$ cat src/rtl/gf2_mv_pkg.sv
package gf2_mv_pkg;
  typedef enum logic [1:0] {
    CMD_NOP  = 2'b00,
    CMD_LOAD = 2'b01,
    CMD_COMP = 2'b10,
    CMD_CLR  = 2'b11
  } cmd_e;

  typedef enum logic [1:0] {
    ST_IDLE,
    ST_LOAD,
    ST_COMP,
    ST_DRAIN
  } state_e;
endpackage

$ cat src/rtl/gf2_mv_ctrl.sv
module gf2_mv_ctrl
  import gf2_mv_pkg::*;
#(
  parameter int N  = 3,
  parameter int M  = 4,
  localparam int CW = (N > 1) ? $clog2(N) : 1,
  localparam int VW = (M > 1) ? $clog2(M) : 1
) (
  input  logic          clk_i,
  input  logic          rst_ni,
  input  logic [1:0]    cmd_i,
  input  logic          data_valid_i,
  output logic          ready_o,
  output logic          drain_o,
  output logic          load_we_o,
  output logic          comp_we_o,
  output logic          clr_o,
  output logic [CW-1:0] col_o,
  output logic          first_col_o
);
  state_e        state_q;
  logic [CW-1:0] col_q;
  logic [VW-1:0] vec_q;
  logic          beat;
  logic          last_col, last_vec;

  assign ready_o     = (state_q == ST_LOAD) || (state_q == ST_COMP);
  assign drain_o     = (state_q == ST_DRAIN);
  assign beat        = ready_o && data_valid_i;
  assign load_we_o   = beat && (state_q == ST_LOAD);
  assign comp_we_o   = beat && (state_q == ST_COMP);
  assign clr_o       = (state_q == ST_IDLE) && (cmd_e'(cmd_i) == CMD_CLR);
  assign col_o       = col_q;
  assign first_col_o = (col_q == '0);
  assign last_col    = (col_q == CW'(N - 1));
  assign last_vec    = (vec_q == VW'(M - 1));

  always_ff @(posedge clk_i or negedge rst_ni) begin
    if (!rst_ni) begin
      state_q <= ST_IDLE;
      col_q   <= '0;
      vec_q   <= '0;
    end else begin
      unique case (state_q)
        ST_IDLE: begin
          col_q <= '0;
          vec_q <= '0;
          if (cmd_e'(cmd_i) == CMD_LOAD) state_q <= ST_LOAD;
          else if (cmd_e'(cmd_i) == CMD_COMP) state_q <= ST_COMP;
        end
        ST_LOAD: if (beat) begin
          if (last_col) begin
            col_q   <= '0;
            state_q <= ST_IDLE;
          end else begin
            col_q <= col_q + 1'b1;
          end
        end
        ST_COMP: if (beat) begin
          if (last_vec) begin
            vec_q <= '0;
            if (last_col) begin
              col_q   <= '0;
              state_q <= ST_DRAIN;
            end else begin
              col_q <= col_q + 1'b1;
            end
          end else begin
            vec_q <= vec_q + 1'b1;
          end
        end
        ST_DRAIN: begin
          if (last_vec) begin
            vec_q   <= '0;
            state_q <= ST_IDLE;
          end else begin
            vec_q <= vec_q + 1'b1;
          end
        end
        default: state_q <= ST_IDLE;
      endcase
    end
  end
endmodule

$ cat src/rtl/gf2_mv_row_buf.sv
module gf2_mv_row_buf #(
  parameter int N  = 3,
  localparam int CW = (N > 1) ? $clog2(N) : 1
) (
  input  logic          clk_i,
  input  logic          rst_ni,
  input  logic          clr_i,
  input  logic          we_i,
  input  logic [CW-1:0] idx_i,
  input  logic          bit_i,
  output logic [N-1:0]  row_o,
  output logic          coef_o
);
  logic [N-1:0] row_q;

  always_ff @(posedge clk_i or negedge rst_ni) begin
    if (!rst_ni)    row_q <= '0;
    else if (clr_i) row_q <= '0;
    else if (we_i)  row_q[idx_i] <= bit_i;
  end

  assign row_o  = row_q;
  assign coef_o = row_q[idx_i];
endmodule

$ cat src/rtl/gf2_mv_delay.sv
module gf2_mv_delay #(
  parameter int M = 4
) (
  input  logic clk_i,
  input  logic rst_ni,
  input  logic shift_i,
  input  logic din_i,
  output logic head_o
);
  logic [M-1:0] dl_q;

  // dl_q[0] holds the oldest entry; new sums enter at the tail
  generate
    if (M == 1) begin : g_single
      always_ff @(posedge clk_i or negedge rst_ni) begin
        if (!rst_ni)      dl_q[0] <= 1'b0;
        else if (shift_i) dl_q[0] <= din_i;
      end
    end else begin : g_chain
      for (genvar i = 0; i < M - 1; i++) begin : g_tap
        always_ff @(posedge clk_i or negedge rst_ni) begin
          if (!rst_ni)      dl_q[i] <= 1'b0;
          else if (shift_i) dl_q[i] <= dl_q[i+1];
        end
      end
      always_ff @(posedge clk_i or negedge rst_ni) begin
        if (!rst_ni)      dl_q[M-1] <= 1'b0;
        else if (shift_i) dl_q[M-1] <= din_i;
      end
    end
  endgenerate

  assign head_o = dl_q[0];
endmodule

$ cat src/rtl/gf2_mv_engine.sv
module gf2_mv_engine #(
  parameter int N = 3,
  parameter int M = 4,
  localparam int CW = (N > 1) ? $clog2(N) : 1
) (
  input  logic       clk_i,
  input  logic       rst_ni,
  input  logic [1:0] cmd_i,
  input  logic       data_i,
  input  logic       data_valid_i,
  output logic       data_ready_o,
  input  logic       casc_en_i,
  input  logic       casc_data_i,
  output logic       res_o,
  output logic       res_valid_o
);
  logic          drain, load_we, comp_we, clr, first_col;
  logic [CW-1:0] col;
  logic [N-1:0]  row_q;
  logic          coef, head, seed, sum;

  gf2_mv_ctrl #(.N(N), .M(M)) u_ctrl (
    .clk_i       (clk_i),
    .rst_ni      (rst_ni),
    .cmd_i       (cmd_i),
    .data_valid_i(data_valid_i),
    .ready_o     (data_ready_o),
    .drain_o     (drain),
    .load_we_o   (load_we),
    .comp_we_o   (comp_we),
    .clr_o       (clr),
    .col_o       (col),
    .first_col_o (first_col)
  );

  gf2_mv_row_buf #(.N(N)) u_row (
    .clk_i (clk_i),
    .rst_ni(rst_ni),
    .clr_i (clr),
    .we_i  (load_we),
    .idx_i (col),
    .bit_i (data_i),
    .row_o (row_q),
    .coef_o(coef)
  );

  // column 0 starts a fresh sum: zero or the upstream partial result
  assign seed = first_col ? (casc_en_i & casc_data_i) : head;
  assign sum  = seed ^ (coef & data_i);

  gf2_mv_delay #(.M(M)) u_dly (
    .clk_i  (clk_i),
    .rst_ni (rst_ni),
    .shift_i(comp_we | drain),
    .din_i  (drain ? 1'b0 : sum),
    .head_o (head)
  );

  assign res_o       = drain & head;
  assign res_valid_o = drain;
endmodule

$ cat config.mk
export PLATFORM = sky130hd
export DESIGN_NAME = gf2_mv_engine
export DESIGN_NICKNAME = d
export VERILOG_FILES = /design/src/rtl/gf2_mv_pkg.sv /design/src/rtl/gf2_mv_ctrl.sv /design/src/rtl/gf2_mv_row_buf.sv /design/src/rtl/gf2_mv_delay.sv /design/src/rtl/gf2_mv_engine.sv
export SDC_FILE = /design/constraint.sdc
export NUM_CORES = 1
export LEC_CHECK = 0
export BUFFER_PORTS_ARGS = -buffer_cell sky130_fd_sc_hd__clkbuf_2
export CAP_MARGIN = 40
export CORE_ASPECT_RATIO = 1.25
export CORE_UTILIZATION = 35
export CTS_CLUSTER_SIZE = 14
export DETAILED_ROUTE_END_ITERATION = 16
export MAX_ROUTING_LAYER = met4
export PLACE_DENSITY_LB_ADDON = 0.15
export SLEW_MARGIN = 20
export SYNTH_ARGS = -nofsm -noshare
export SYNTH_HDL_FRONTEND = slang
export SYNTH_SLANG_ARGS = --single-unit
$ cat constraint.sdc
create_clock -name clk_i -period 2.25 [get_ports clk_i]
set_input_delay 0.1125 -clock clk_i [delete_from_list [all_inputs] [get_ports clk_i]]
set_output_delay 0.1125 -clock clk_i [all_outputs]
set_load 0.02 [all_outputs]
* Yosys cells after proc, flatten, opt, wreduce, memory -nomap -nowiden
Index checks and enable logic that the tools add are counted.
** Operators by class
- $add $sub $neg :: 2
- $lt $le $gt $ge :: 2
- Eq/ne operators :: 15
- Mux-type cells :: 26
- Bitwise gates (word level) :: 5
- Reduce and logical (&&, ||, !) cells :: 14
** Operators with widths (number)
- two-way mux 2 bit :: 14
- == test 2 bit, second input constant :: 6
- != test 2 x 1 -> 1 bit, second input constant :: 6
- one-hot mux 2 bit (3 select lines) :: 2
- one-hot mux 2 bit (4 select lines) :: 1
- AND reduction 7 bit :: 1
- two-way mux 3 bit :: 2
- nonzero test 3 bit :: 2
- logical AND 1 bit :: 5
- adder 2 x 1 -> 2 bit, second input constant :: 2
- == test 2 x 1 -> 1 bit, second input constant :: 2
- zero test 2 bit :: 2
- two-way mux 1 bit :: 4
- AND reduction 4 bit :: 1
- bitwise AND 1 bit :: 3
- bitwise mux 3 bit :: 1
- < comparator 2 x 3 -> 1 bit, second input constant :: 1
- != test 3 bit, second input constant :: 1
- binary-select mux 1 bit (select 2 bit) :: 1
- demux 1 bit (select 2 bit) :: 1
- >= comparator 2 x 1 -> 1 bit, second input constant :: 1
- AND reduction 2 bit :: 1
- nonzero test 2 bit :: 1
- logical OR 1 bit :: 1
- other kinds (2) :: 2
** Storage, ports and cells
- Register bits :: 13
- Input port bits :: 8
- Output and inout port bits :: 3
- Logic and storage cells :: 72

* Logic depth before layout (Yosys ltp)
Gate-level depths: netlist of the first run.
- Word-level depth :: 7
- Gate-level depth with buffers :: 7
- Mapped depth without buffers :: 6

* Cells and area by module
A second synthesis of the first run with hierarchy kept.
** Unflattened totals
- Cells, all modules :: 81
- Area, all modules :: 870.8 um2
** Modules (own cells, without submodules)
- gf2_mv_ctrl :: instances 1, cells an instance 49, area an instance 488.0 um2
- gf2_mv_row_buf :: instances 1, cells an instance 16, area an instance 180.2 um2
- gf2_mv_delay :: instances 1, cells an instance 8, area an instance 145.1 um2
- gf2_mv_engine :: instances 1, cells an instance 8, area an instance 57.6 um2

* Worst setup path before layout of the first run
Ideal clock, no wire load.
- Kind :: register to register
- Start :: reg u_ctrl.state_q[1]
- End :: reg u_ctrl.state_q[0]
- Library setup time :: 125 ps
- Arrival time :: 1854 ps
- Slack :: 272 ps
- Cell stages (with the launch flop) :: 8
- Path buffers :: 1
- Period minus slack after synthesis :: 1978 ps
- Path through :: dfrtp_1 -> inv_1 -> ha_1 -> buf_2 -> a21bo_2 -> a21oi_4 -> a2111oi_4 -> mux2_2
** On the way
- Word-level cells in the longest chain between the ends :: 5
- Elaborated cells on any way between the ends :: 15
- Those cells by class :: eq/ne (10); mux (1); reduce/logical (4)
** RTL lines
- start, declared :: line gf2_mv_ctrl.sv:21 : state_e state_q;
- start signal, assigned :: line gf2_mv_ctrl.sv:40 : state_q <= ST_IDLE;
- start signal, assigned :: line gf2_mv_ctrl.sv:48 : if (cmd_e'(cmd_i) == CMD_LOAD) state_q <= ST_LOAD;
- start signal, assigned :: line gf2_mv_ctrl.sv:49 : else if (cmd_e'(cmd_i) == CMD_COMP) state_q <= ST_COMP;
- == test 2 x 1 -> 1 bit / == test 2 bit (equally long branches) :: line gf2_mv_ctrl.sv:27 : assign ready_o = (state_q == ST_LOAD) || (state_q == ST_COMP);
- logical OR 1 bit (*) :: line gf2_mv_ctrl.sv:27
- net data_ready_o :: line gf2_mv_engine.sv:11 : output logic data_ready_o,
- logical AND 1 bit (*) :: line gf2_mv_ctrl.sv:29 : assign beat = ready_o && data_valid_i;
- != test 2 x 1 -> 1 bit (no line)
- AND reduction 7 bit (no line) (*)
The timed path passes the listed nets; every way through them passes the cells marked *.
A chain may end at the register's enable or synchronous reset.

* Worst setup path in the final report of the first run
- Start :: reg u_ctrl.state_q[0]
- End :: reg u_ctrl.state_q[0]
** On the way
- Word-level cells in the longest chain between the ends :: 5
- Elaborated cells on any way between the ends :: 15
- Those cells by class :: eq/ne (10); mux (1); reduce/logical (4)
** RTL lines (line)
- == test 2 x 1 -> 1 bit / == test 2 bit (equally long branches) :: gf2_mv_ctrl.sv:27, gf2_mv_ctrl.sv:44
- logical OR 1 bit :: gf2_mv_ctrl.sv:27
- logical AND 1 bit :: gf2_mv_ctrl.sv:29
- != test 2 x 1 -> 1 bit (no line)
- AND reduction 7 bit (no line)
Several ways; a longest one is shown, not always the timed one.

==> metrics.txt, run 1 <==
share of flip-flops with an asynchronous set or reset after synthesis=between 90% and 100%; Root Driver=sky130_fd_sc_hd__clkbuf_4; Std-Cell Core Area=2280 um2; Worst slew margin=between 70% and 80%; height of the die=around 58 um; sum of negative setup slack=0 ps; ranking of synthesized cells by area=sky130_fd_sc_hd__dfrtp_1 37%, sky130_fd_sc_hd__ha_1 13%, sky130_fd_sc_hd__mux2_2 6.4%; top achievable clock speed=roughly 530 MHz; Layout Skew=around 6 ps; least setup slack across all paths after layout=~360 ps; type of destination of the critical path=register; Placement Rows=19; portion of the clock cycle consumed by the worst path in the final layout=about 84%; horizontal die dimension=about 47 um; GPL Wtd Cong=approximately 0.85; number of clock buffers inserted by TritonCTS=3; global-route usage over all layers=around 16%; cell type contributing the most total cell area after synthesis=sky130_fd_sc_hd__dfrtp_1; area grow syn2layout=14.4%; starting density of the core=between 30% and 40%; initial antenna violation count=0; TritonCTS clock tree=yes; maximum fanout along the worst path=8; GRT overflow=0; half-perimeter wire length after detailed placement=between 1000 and 1500 um; boundary pin count=11; Synth Register Bits=13; leading cell type by number of instances after synthesis=sky130_fd_sc_hd__dfrtp_1; Final setup viols=0; Cells after DPL=between 100 and 150; remaining number of nets flagged by the antenna check after routing=0; sum of routed wire length over all layers=about 1700 um; routed via count divided by cell count=~5.3; met2 WL post-DR=approximately 800 um; Worst-Margin Slew=356 ps; leakage power=just under 0.5 nW; final net count=~120; class of the most critical setup path=reg2reg; Yosys warning total=0; maximum capacitance violations=0; net count after synthesis=103; number of antenna repair diodes=0; sum of routed wire segments on met1=between 800 and 900 um; count of buffers from port buffering=10; Max H-tree Level=1; Critical Path Source Type=register; final hold violation count=0; post-synth design cell area=876 um2; run status=finished, final reports clean; worst min path class=in2reg; vias in the first global route=668; First DRT Iteration DRCs=12; Data arrival, critical path=between 2000 and 2500 ps; pin count of the biggest net entering global routing=14; drt pass-1 iters=4; drt drc=0; wire length of the first global-routing pass=2930 um; maximum buffer depth of the clock tree=2; count of pins over their slew limit=0; clock sink total=13; Most used DFF post-synth=sky130_fd_sc_hd__dfrtp_1; unrepaired setup endpoints after global routing=false; Worst IR Drop VDD=692 uV; worst skew pair latency=about 270 ps; crit path time final=roughly 1900 ps; highest metal layer used by the detailed router=met4; share of cells above drive strength 1=23.0%; synthesized area per cell=10.2 um2; clock slew at reported path FFs=90 ps; final routed wire length divided by cell count=13.1 um; Pwr per Cell Area=between 1000 and 1500 nW/um2; number of library cell types mapped by synthesis=30; number of vias after detailed routing=696; post-CTS setup buffer count=0; Mapped Cells=between 80 and 90; area share of the leading cell type in the synthesized netlist=a little under two fifths; top cells by count, synth=13 x sky130_fd_sc_hd__dfrtp_1, 9 x sky130_fd_sc_hd__ha_1, 6 x sky130_fd_sc_hd__a21oi_1, 6 x sky130_fd_sc_hd__nand2_1, 6 x sky130_fd_sc_hd__nor2_1; Detail Route met3 WL=67 um; post-synthesis sequential area ratio=between 30% and 40%; Post-Layout Cell Count=between 100 and 150; worst setup slack after placement=roughly 370 ps; number of flops mapped to enable cells by yosys=0; die area=2710 um2; data required time of the critical path=2410 ps
==> worst max-delay path, cell delays in order, from the launching register on <==
cell	delay [ps]
sky130_fd_sc_hd__dfrtp_1	410
sky130_fd_sc_hd__inv_1	110
sky130_fd_sc_hd__ha_1	310
sky130_fd_sc_hd__a21bo_2	250
sky130_fd_sc_hd__a21oi_4	80
sky130_fd_sc_hd__a2111oi_4	240
sky130_fd_sc_hd__mux2_2	380
==> metal layers <==
metal  global-route usage [%]  vias up
li1                         -      342
met1                     19.5      335
met2                     23.8       15
met3                     2.18        4
met4                     9.80        0
met5                        -        -
==> area by class of cell <==
class | count | area (um2)
Clock buffer | 4 | 26.3
Fill cell | 242 | 1280
Inverter | 4 | 15.0
Multi-Input combinational cell | 66 | 522
Sequential cell | 13 | 325
Tap cell | 31 | 38.8
Timing Repair Buffer | 13 | 75.1
==> cell families (layout without fill, tap and decap cells) <==
group                      after synthesis  after routing  share of synthesized area, %
DFF                                     13             13                          37.1
adders and majority gates                9              9                          12.9
and+or+nand+nor                         26             26                          15.7
AOI/OAI and AO/OA                       21             21                          18.9
muxes                                   10             10                          12.1
buffers and inverters                    7             21                          3.28
==> final timing paths <==
check / start / endpoint / slack (ps) / cells past startpoint
worst max-delay path: u_ctrl.state_q[0] / u_ctrl.state_q[0] / 360 / 6
worst min-delay path: data_i / u_dly.dl_q[3] / 160 / 3
worst max register to register: u_ctrl.state_q[0] / u_ctrl.state_q[0] / 360 / 6
worst min register to register: u_dly.dl_q[1] / u_dly.dl_q[1] / 520 / 1
max in group asynchronous: rst_ni / u_dly.head_o / 1720 / 2
min in group asynchronous: rst_ni / u_ctrl.col_o[1] / 270 / 2
==> state kept, by name, indices dropped and copies added (netlist names) <==
name / cells
u_row.row_o: 3
u_dly.dl_q: 3
u_ctrl.vec_q: 2
u_ctrl.state_q: 2
u_ctrl.col_o: 2
u_dly.head_o: 1
==> cell usage in the layout (no fill, tap or decap), types with 2 or more instances in the layout <==
cell,Yosys,final
sky130_fd_sc_hd__dfrtp_1,13,13
sky130_fd_sc_hd__nand2_1,6,6
sky130_fd_sc_hd__clkbuf_4,0,3
sky130_fd_sc_hd__o31ai_1,2,2
sky130_fd_sc_hd__buf_4,0,2
sky130_fd_sc_hd__clkbuf_2,1,10
sky130_fd_sc_hd__nor2_1,6,6
sky130_fd_sc_hd__nand3b_1,3,3
sky130_fd_sc_hd__a21oi_1,6,6
sky130_fd_sc_hd__mux2i_1,5,5
sky130_fd_sc_hd__inv_1,4,4
sky130_fd_sc_hd__o21ai_0,4,4
sky130_fd_sc_hd__mux2_2,5,5
sky130_fd_sc_hd__ha_1,9,9
sky130_fd_sc_hd__nand3_1,3,3
sky130_fd_sc_hd__a31oi_1,2,2
sky130_fd_sc_hd__a211oi_1,2,2
==> what timing repair did <==
action                                 4_1_cts  5_1_grt
endpoints found under the hold margin       13        0
gates resized for setup                      0        0
hold buffers                                 1        0
==> power by group <==
group	internal (mW)	switching [mW]	total [mW]	leakage (nW)
Sequential	0.327	0.0826	0.409	0.171
Clock	0.0686	0.0775	0.146	0.0150
Combinational	0.334	0.414	0.748	0.298
==> metrics by stage <==
step                      instance area, um2  hold slack, ps  power, mW  util [%]
final                                   1000             158       1.30      43.9
after global routing                    1000             163       1.41      43.9
after CTS                               1000             161       1.31      43.9
after detailed placement                 966            35.5       1.16      42.3
after global placement                   966            28.7       1.15      42.3
after floorplan                          876            -183      0.989         -
No activity file was read; power rests on OpenSTA's default activity.
==> run 2: changes to the inputs <==
==> constraint.sdc (replaced) <==
create_clock -name clk_i -period 1.8 [get_ports clk_i]
set_input_delay 0.09 -clock clk_i [delete_from_list [all_inputs] [get_ports clk_i]]
set_output_delay 0.09 -clock clk_i [all_outputs]
set_load 0.02 [all_outputs]
==> run 2 against run 1 <==
Compared with the run above: die area did not move; maximum frequency rose by 7.8%; combinational power rose by 50%; hold slack got worse by 8.2 ps; highest routed layer unchanged; largest power group unchanged; critical endpoint is now u_ctrl.state_q[1]; routed wire length rose by 2.7%; core utilization rose by 3.1 points.
==> metrics.txt, run 2 (synthesis results as in run 1) <==
most common library cell in the layout ignoring fill and taps=sky130_fd_sc_hd__dfrtp_1 (unchanged); Worst-Margin Slew=347 ps (was 356 ps); horizontal die dimension=46.7 um (unchanged); Layout Skew=0.742 ps (was 6.02 ps); remaining number of nets flagged by the antenna check after routing=0 (unchanged); Final setup viols=0 (unchanged); met2 WL post-DR=934 um (was 800 um); global-route usage over all layers=15.7% (was 15.9%); worst setup slack after placement=16.5 ps (was 371 ps); clock slew at reported path FFs=80 ps (was 90 ps); vias in the first global route=662 (was 668); Pwr per Cell Area=1670 nW/um2 (was 1300 nW/um2); First DRT Iteration DRCs=7 (was 12); Data arrival, critical path=1910 ps (was 2050 ps); drt drc=0 (unchanged); Std-Cell Core Area=2280 um2 (unchanged); number of vias after detailed routing=699 (was 696); commonest non-fill, non-tap cells in the layout=12 x sky130_fd_sc_hd__dfrtp_1, 10 x sky130_fd_sc_hd__clkbuf_2, 7 x sky130_fd_sc_hd__buf_4 (was 13 x sky130_fd_sc_hd__dfrtp_1, 10 x sky130_fd_sc_hd__clkbuf_2, 9 x sky130_fd_sc_hd__ha_1); maximum capacitance violations=0 (unchanged); Finished Core Util=47.0% (was 43.9%); final net count=123 (was 118); count of buffers from port buffering=10 (unchanged); Worst slew margin=76.8% (was 76.3%); Worst IR Drop VDD=913 uV (was 692 uV); Placed Instance Area=1010 um2 (was 966 um2); Root Driver=sky130_fd_sc_hd__clkbuf_4 (unchanged); worst min path class=in2reg (unchanged); boundary pin count=11 (unchanged); starting density of the core=38.4% (unchanged); pin count of the biggest net entering global routing=14 (unchanged); drt pass-1 iters=4 (unchanged); data required time of the critical path=1960 ps (was 2410 ps); GPL Wtd Cong=0.796 (was 0.847); Worst Reg2Reg Path Length in Cells=6 (unchanged); half-perimeter wire length after detailed placement=1390 um (was 1300 um); Worst R2R End=u_ctrl.state_q[1] (was u_ctrl.state_q[0]); leakage power=0.512 nW (was 0.484 nW); run status=finished, final reports clean (unchanged); height of the die=57.9 um (unchanged); type of destination of the critical path=register (unchanged); wire length of the first global-routing pass=2950 um (was 2930 um); TritonCTS clock tree=yes (unchanged); reg-to-reg slack, setup=50 ps (was 360 ps); Placement Rows=19 (unchanged); Detail Route met3 WL=40 um (was 67 um); Critical Path Source Type=register (unchanged); number of antenna repair diodes=0 (unchanged); share of cells above drive strength 1=33.3% (was 23.0%); area grow syn2layout=22.4% (was 14.4%); maximum fanout along the worst path=3 (was 8); clock sink total=13 (unchanged); startpoint of the lowest-slack register-to-register path=u_ctrl.state_q[0] (unchanged); sum of routed wire length over all layers=1760 um (was 1720 um); unrepaired setup endpoints after global routing=false (unchanged); portion of the clock cycle consumed by the worst path in the final layout=97.3% (was 83.9%); maximum buffer depth of the clock tree=2 (unchanged); initial antenna violation count=0 (unchanged); highest metal layer used by the detailed router=met4 (unchanged); number of clock buffers inserted by TritonCTS=3 (unchanged); worst skew pair latency=270 ps (about the same); class of the most critical setup path=reg2reg (unchanged); Hold Slack=150 ps (was 158 ps); GRT overflow=0 (unchanged); end point of the critical path=u_ctrl.state_q[1] (was u_ctrl.state_q[0]); crit path time final=1750 ps (was 1890 ps); Finished Cell Area=1070 um2 (was 1000 um2); final hold violation count=0 (unchanged); least setup slack across all paths after layout=48.6 ps (was 361 ps); Max H-tree Level=1 (unchanged); die area=2710 um2 (unchanged); top achievable clock speed=571 MHz (was 529 MHz); count of pins over their slew limit=0 (unchanged); sum of routed wire segments on met1=772 um (was 803 um); final routed wire length divided by cell count=12.9 um (was 13.1 um); worst setup path startpoint=u_ctrl.state_q[0] (unchanged); sum of negative setup slack=0 ps (unchanged); routed via count divided by cell count=5.14 (was 5.31)
-- run 2: report_power, final --
| part | leakage, nW | internal, mW | total, mW | switching [mW] |
|---|---|---|---|---|
| Sequential | 0.170 | 0.411 | 0.491 | 0.0802 |
| Clock | 0.0150 | 0.0857 | 0.179 | 0.0931 |
| Combinational | 0.327 | 0.528 | 1.12 | 0.588 |
| Total | 0.512 | 1.02 | 1.79 | 0.762 |
-- run 2: through the flow --
step | std cells | power [mW]
after floorplan | 86 | 1.29
after global placement | 130 | 1.51
after CTS | 135 | 1.73
after detailed placement | 130 | 1.54
after global routing | 136 | 1.94
final | 136 | 1.79
-- run 2: final cells by class --
type	instances	area, um2
Fill cell	237	1210
Timing Repair Buffer	18	113
Inverter	4	15.0
Sequential cell	13	327
Clock buffer	4	26.3
Multi-Input combinational cell	66	553
Tap cell	31	38.8
-- run 2: repair_timing --
action | CTS | global route
endpoints found under the hold margin | 13 | 0
hold buffers | 1 | 0
setup buffers | 0 | 1
resized for setup | 0 | 6
endpoints found under the setup margin | 0 | 5
-- run 2: how the worst min path moves through the flow --
stage          startpoint         endpoint  slack (ps)  cells after the start
2_1_floorplan      rst_ni  u_ctrl.col_o[0]        -210                      0
3_3_place_gp       rst_ni  u_ctrl.vec_q[1]         0.8                      1
3_5_place_dp       rst_ni  u_ctrl.vec_q[0]           4                      1
4_1_cts            data_i    u_dly.dl_q[3]         160                      3
5_1_grt            data_i    u_dly.dl_q[3]         160                      3
6_report           data_i    u_dly.dl_q[3]         150                      3
-- run 2: layer usage --
layer | track usage, % | up-vias
met4 | 6.12 | 0
met1 | 17.6 | 337
met3 | 2.80 | 2
li1 | - | 351
met5 | - | -
met2 | 26.8 | 9
-- run 2: worst max-delay path: stages (launching register included) --
cell and delay [ps]:
sky130_fd_sc_hd__dfrtp_1 410, sky130_fd_sc_hd__buf_4 150, sky130_fd_sc_hd__ha_2 200, sky130_fd_sc_hd__nor2_1 90
sky130_fd_sc_hd__nor2_1 70, sky130_fd_sc_hd__a2111oi_4 400, sky130_fd_sc_hd__mux2_4 330
==> run 3: changes to the inputs <==
--- a/config.mk
+++ b/config.mk
@@ -13,6 +13,7 @@
 export DETAILED_ROUTE_END_ITERATION = 16
 export MAX_ROUTING_LAYER = met4
 export PLACE_DENSITY_LB_ADDON = 0.15
+export SETUP_SLACK_MARGIN = 0.4
 export SLEW_MARGIN = 20
 export SYNTH_ARGS = -nofsm -noshare
 export SYNTH_HDL_FRONTEND = slang
==> run 3 against run 2 <==
Compared with the run above: combinational power increased by 21%; count of clock-buffer cells in the layout unchanged; cell area increased by 8.1%; clock skew increased by 6.6 ps; sequential share of layout area decreased by 2.3 points; first-iteration DRC count decreased by 43%; hold slack got worse by 22 ps; die area unchanged; core utilization increased by 3.8 points; critical path type unchanged; critical endpoint is now u_ctrl.state_q[0].
==> metrics.txt, run 3 (synthesis results as in run 1) <==
initial antenna violation count=0 (unchanged); commonest non-fill, non-tap cells in the layout=12 x sky130_fd_sc_hd__dfrtp_1, 9 x sky130_fd_sc_hd__buf_4, 7 x sky130_fd_sc_hd__clkbuf_2, 6 x sky130_fd_sc_hd__a21oi_1, 6 x sky130_fd_sc_hd__nand2_1 (was 12 x sky130_fd_sc_hd__dfrtp_1, 10 x sky130_fd_sc_hd__clkbuf_2, 7 x sky130_fd_sc_hd__buf_4); P_int=1.20 mW (was 1.02 mW); maximum capacitance violations=0 (unchanged); share of cells above drive strength 1=39.4% (was 33.3%); height of the die=57.9 um (unchanged); clock network power share=9.3% (was 10.0%); Worst slew margin=76.3% (was 76.8%); TritonCTS clock tree=yes (unchanged); half-perimeter wire length after detailed placement=1350 um (was 1390 um); area grow syn2layout=32.3% (was 22.4%); unrepaired setup endpoints after global routing=true (was false); clock sink total=13 (unchanged); count of cell instances traversed by the critical path=6 (unchanged); PnR Total Power=2.04 mW (was 1.79 mW); number of clock buffers inserted by TritonCTS=3 (unchanged); Finished Core Util=50.8% (was 47.0%); worst min path class=in2reg (unchanged); remaining number of nets flagged by the antenna check after routing=0 (unchanged); type of destination of the critical path=register (unchanged); GRT overflow=0 (unchanged); maximum buffer depth of the clock tree=2 (unchanged); final hold violation count=0 (unchanged); power share of the sequential group=24.0% (was 27.5%); run status=finished, final reports clean (unchanged); global-route usage over all layers=18.3% (was 15.7%); vias in the first global route=730 (was 662); count of buffers from port buffering=10 (unchanged); reg-to-reg slack, setup=20 ps (was 50 ps); Placement Rows=19 (unchanged); maximum fanout along the worst path=4 (was 3); drt drc=0 (unchanged); drt pass-1 iters=3 (was 4); Hold Slack=128 ps (was 150 ps); sum of negative setup slack=0 ps (unchanged); crit path time final=1780 ps (was 1750 ps); number of antenna repair diodes=0 (unchanged); Critical Path Source Type=register (unchanged); Pwr per Cell Area=1760 nW/um2 (was 1670 nW/um2); number of vias after detailed routing=718 (was 699); Cells after DPL=129 (was 130); Final setup viols=0 (unchanged); Worst-Margin Slew=354 ps (was 347 ps); GPL Wtd Cong=0.849 (was 0.796); final net count=127 (was 123); routed via count divided by cell count=5.13 (was 5.14); count of pins over their slew limit=0 (unchanged); Post-Layout Cell Count=140 (was 136); Std-Cell Core Area=2280 um2 (unchanged); sum of routed wire length over all layers=1930 um (was 1760 um); wire length of the first global-routing pass=3340 um (was 2950 um); Net Switching=847 uW (was 762 uW); horizontal die dimension=46.7 um (unchanged); Worst Reg2Reg Path Length in Cells=6 (unchanged); First DRT Iteration DRCs=4 (was 7); clock slew at reported path FFs=80 ps (about the same); Worst IR Drop VDD=1030 uV (was 913 uV); Data arrival, critical path=1970 ps (was 1910 ps); top achievable clock speed=561 MHz (was 571 MHz); worst hold path stage count=3 (unchanged); starting density of the core=38.4% (unchanged); net switching fraction of the power=41.4% (was 42.6%); boundary pin count=11 (unchanged); Buf/Inv on CP=2 (was 1); family of cells with the greatest summed delay on the critical path=flip-flops (unchanged); part of the total power dissipated in combinational logic=66.7% (was 62.5%); die area=2710 um2 (unchanged); leakage power=0.543 nW (was 0.512 nW); most common library cell in the layout ignoring fill and taps=sky130_fd_sc_hd__dfrtp_1 (unchanged); Root Driver=sky130_fd_sc_hd__clkbuf_4 (unchanged); Layout Skew=7.39 ps (was 0.742 ps); slowest cell delay on critical path=450 ps (was 410 ps); class of the most critical setup path=reg2reg (unchanged); pin count of the biggest net entering global routing=14 (unchanged); data required time of the critical path=1980 ps (was 1960 ps); number of inserted filler cells in the final layout=233 (was 237); worst skew pair latency=290 ps (was 270 ps); Cell Chain, Critical Path=buf_6 -> buf_4 -> ha_2 -> nor2b_2 -> a2111oi_4 -> mux2_4 (was buf_4 -> ha_2 -> nor2_1 -> nor2_1 -> a2111oi_4 -> mux2_4); portion of the clock cycle consumed by the worst path in the final layout=99.0% (was 97.3%); Max H-tree Level=1 (unchanged); cell at the slowest stage of the critical path=sky130_fd_sc_hd__dfrtp_2 (was sky130_fd_sc_hd__dfrtp_1); final routed wire length divided by cell count=13.8 um (was 12.9 um)
## run 3: path summary, 6_finish.rpt
path | to | startpoint
worst max-delay path | u_ctrl.state_q[0] | u_ctrl.state_q[1]
worst min-delay path | u_dly.dl_q[3] | data_i
worst max register to register | u_ctrl.state_q[0] | u_ctrl.state_q[1]
worst min register to register | u_dly.dl_q[1] | u_dly.dl_q[1]
max in group asynchronous | u_ctrl.state_q[1] | rst_ni
min in group asynchronous | u_ctrl.vec_q[1] | rst_ni
## run 3: timing repair
action | 4_1_cts | 5_1_grt
gates resized for setup | 10 | 8
endpoints found under the hold margin | 13 | 0
endpoints found under the setup margin | 13 | 14
pin swaps | 6 | 2
setup buffers | 6 | 0
hold buffers | 1 | 0
## run 3: worst reg2reg max path: cells and delay by family (launching register included)
kind                     cells  cell delay, ps
adder cells (fa/ha/maj)      1             180
buffers and inverters        2             250
multiplexers                 1             340
AO/OA/AOI/OAI                1             280
flip-flops                   1             450
AND/OR/NAND/NOR              1             160
## run 3: cell type report
class | count | area, um2 | area share (%)
repair buffers | 22 | 174 | 15.0
clock buffers | 4 | 26.3 | 2.27
multi-input cells | 66 | 578 | 49.9
flip-flops and latches | 13 | 327 | 28.2
inverters | 4 | 15.0 | 1.30
well taps | 31 | 38.8 | 3.35
## run 3: power groups by stage
stage,sequential [mW],clock [mW],combinational [mW]
after global routing,0.507,0.207,1.50
after global placement,0.494,0,1.07
after floorplan,0.493,0,0.854
final,0.490,0.191,1.36
after CTS,0.485,0.201,1.30
after detailed placement,0.499,0,1.08
## run 3: per-layer routing
layer | vias to the layer above | share of wire [%] | global-route usage, %
met5 | - | 0 | -
met4 | 0 | 3.1 | 11.0
met3 | 5 | 2.4 | 1.87
met2 | 12 | 51 | 28.4
met1 | 340 | 44 | 22.2
li1 | 361 | - | -
## run 3: per-stage QoR
step                      worst slack, ps  instance area, um2
final                                18.4                1160
after global routing                -12.8                1160
after CTS                            47.8                1130
after detailed placement             10.5                1010
after global placement               35.1                1010
after floorplan                     0.453                 905
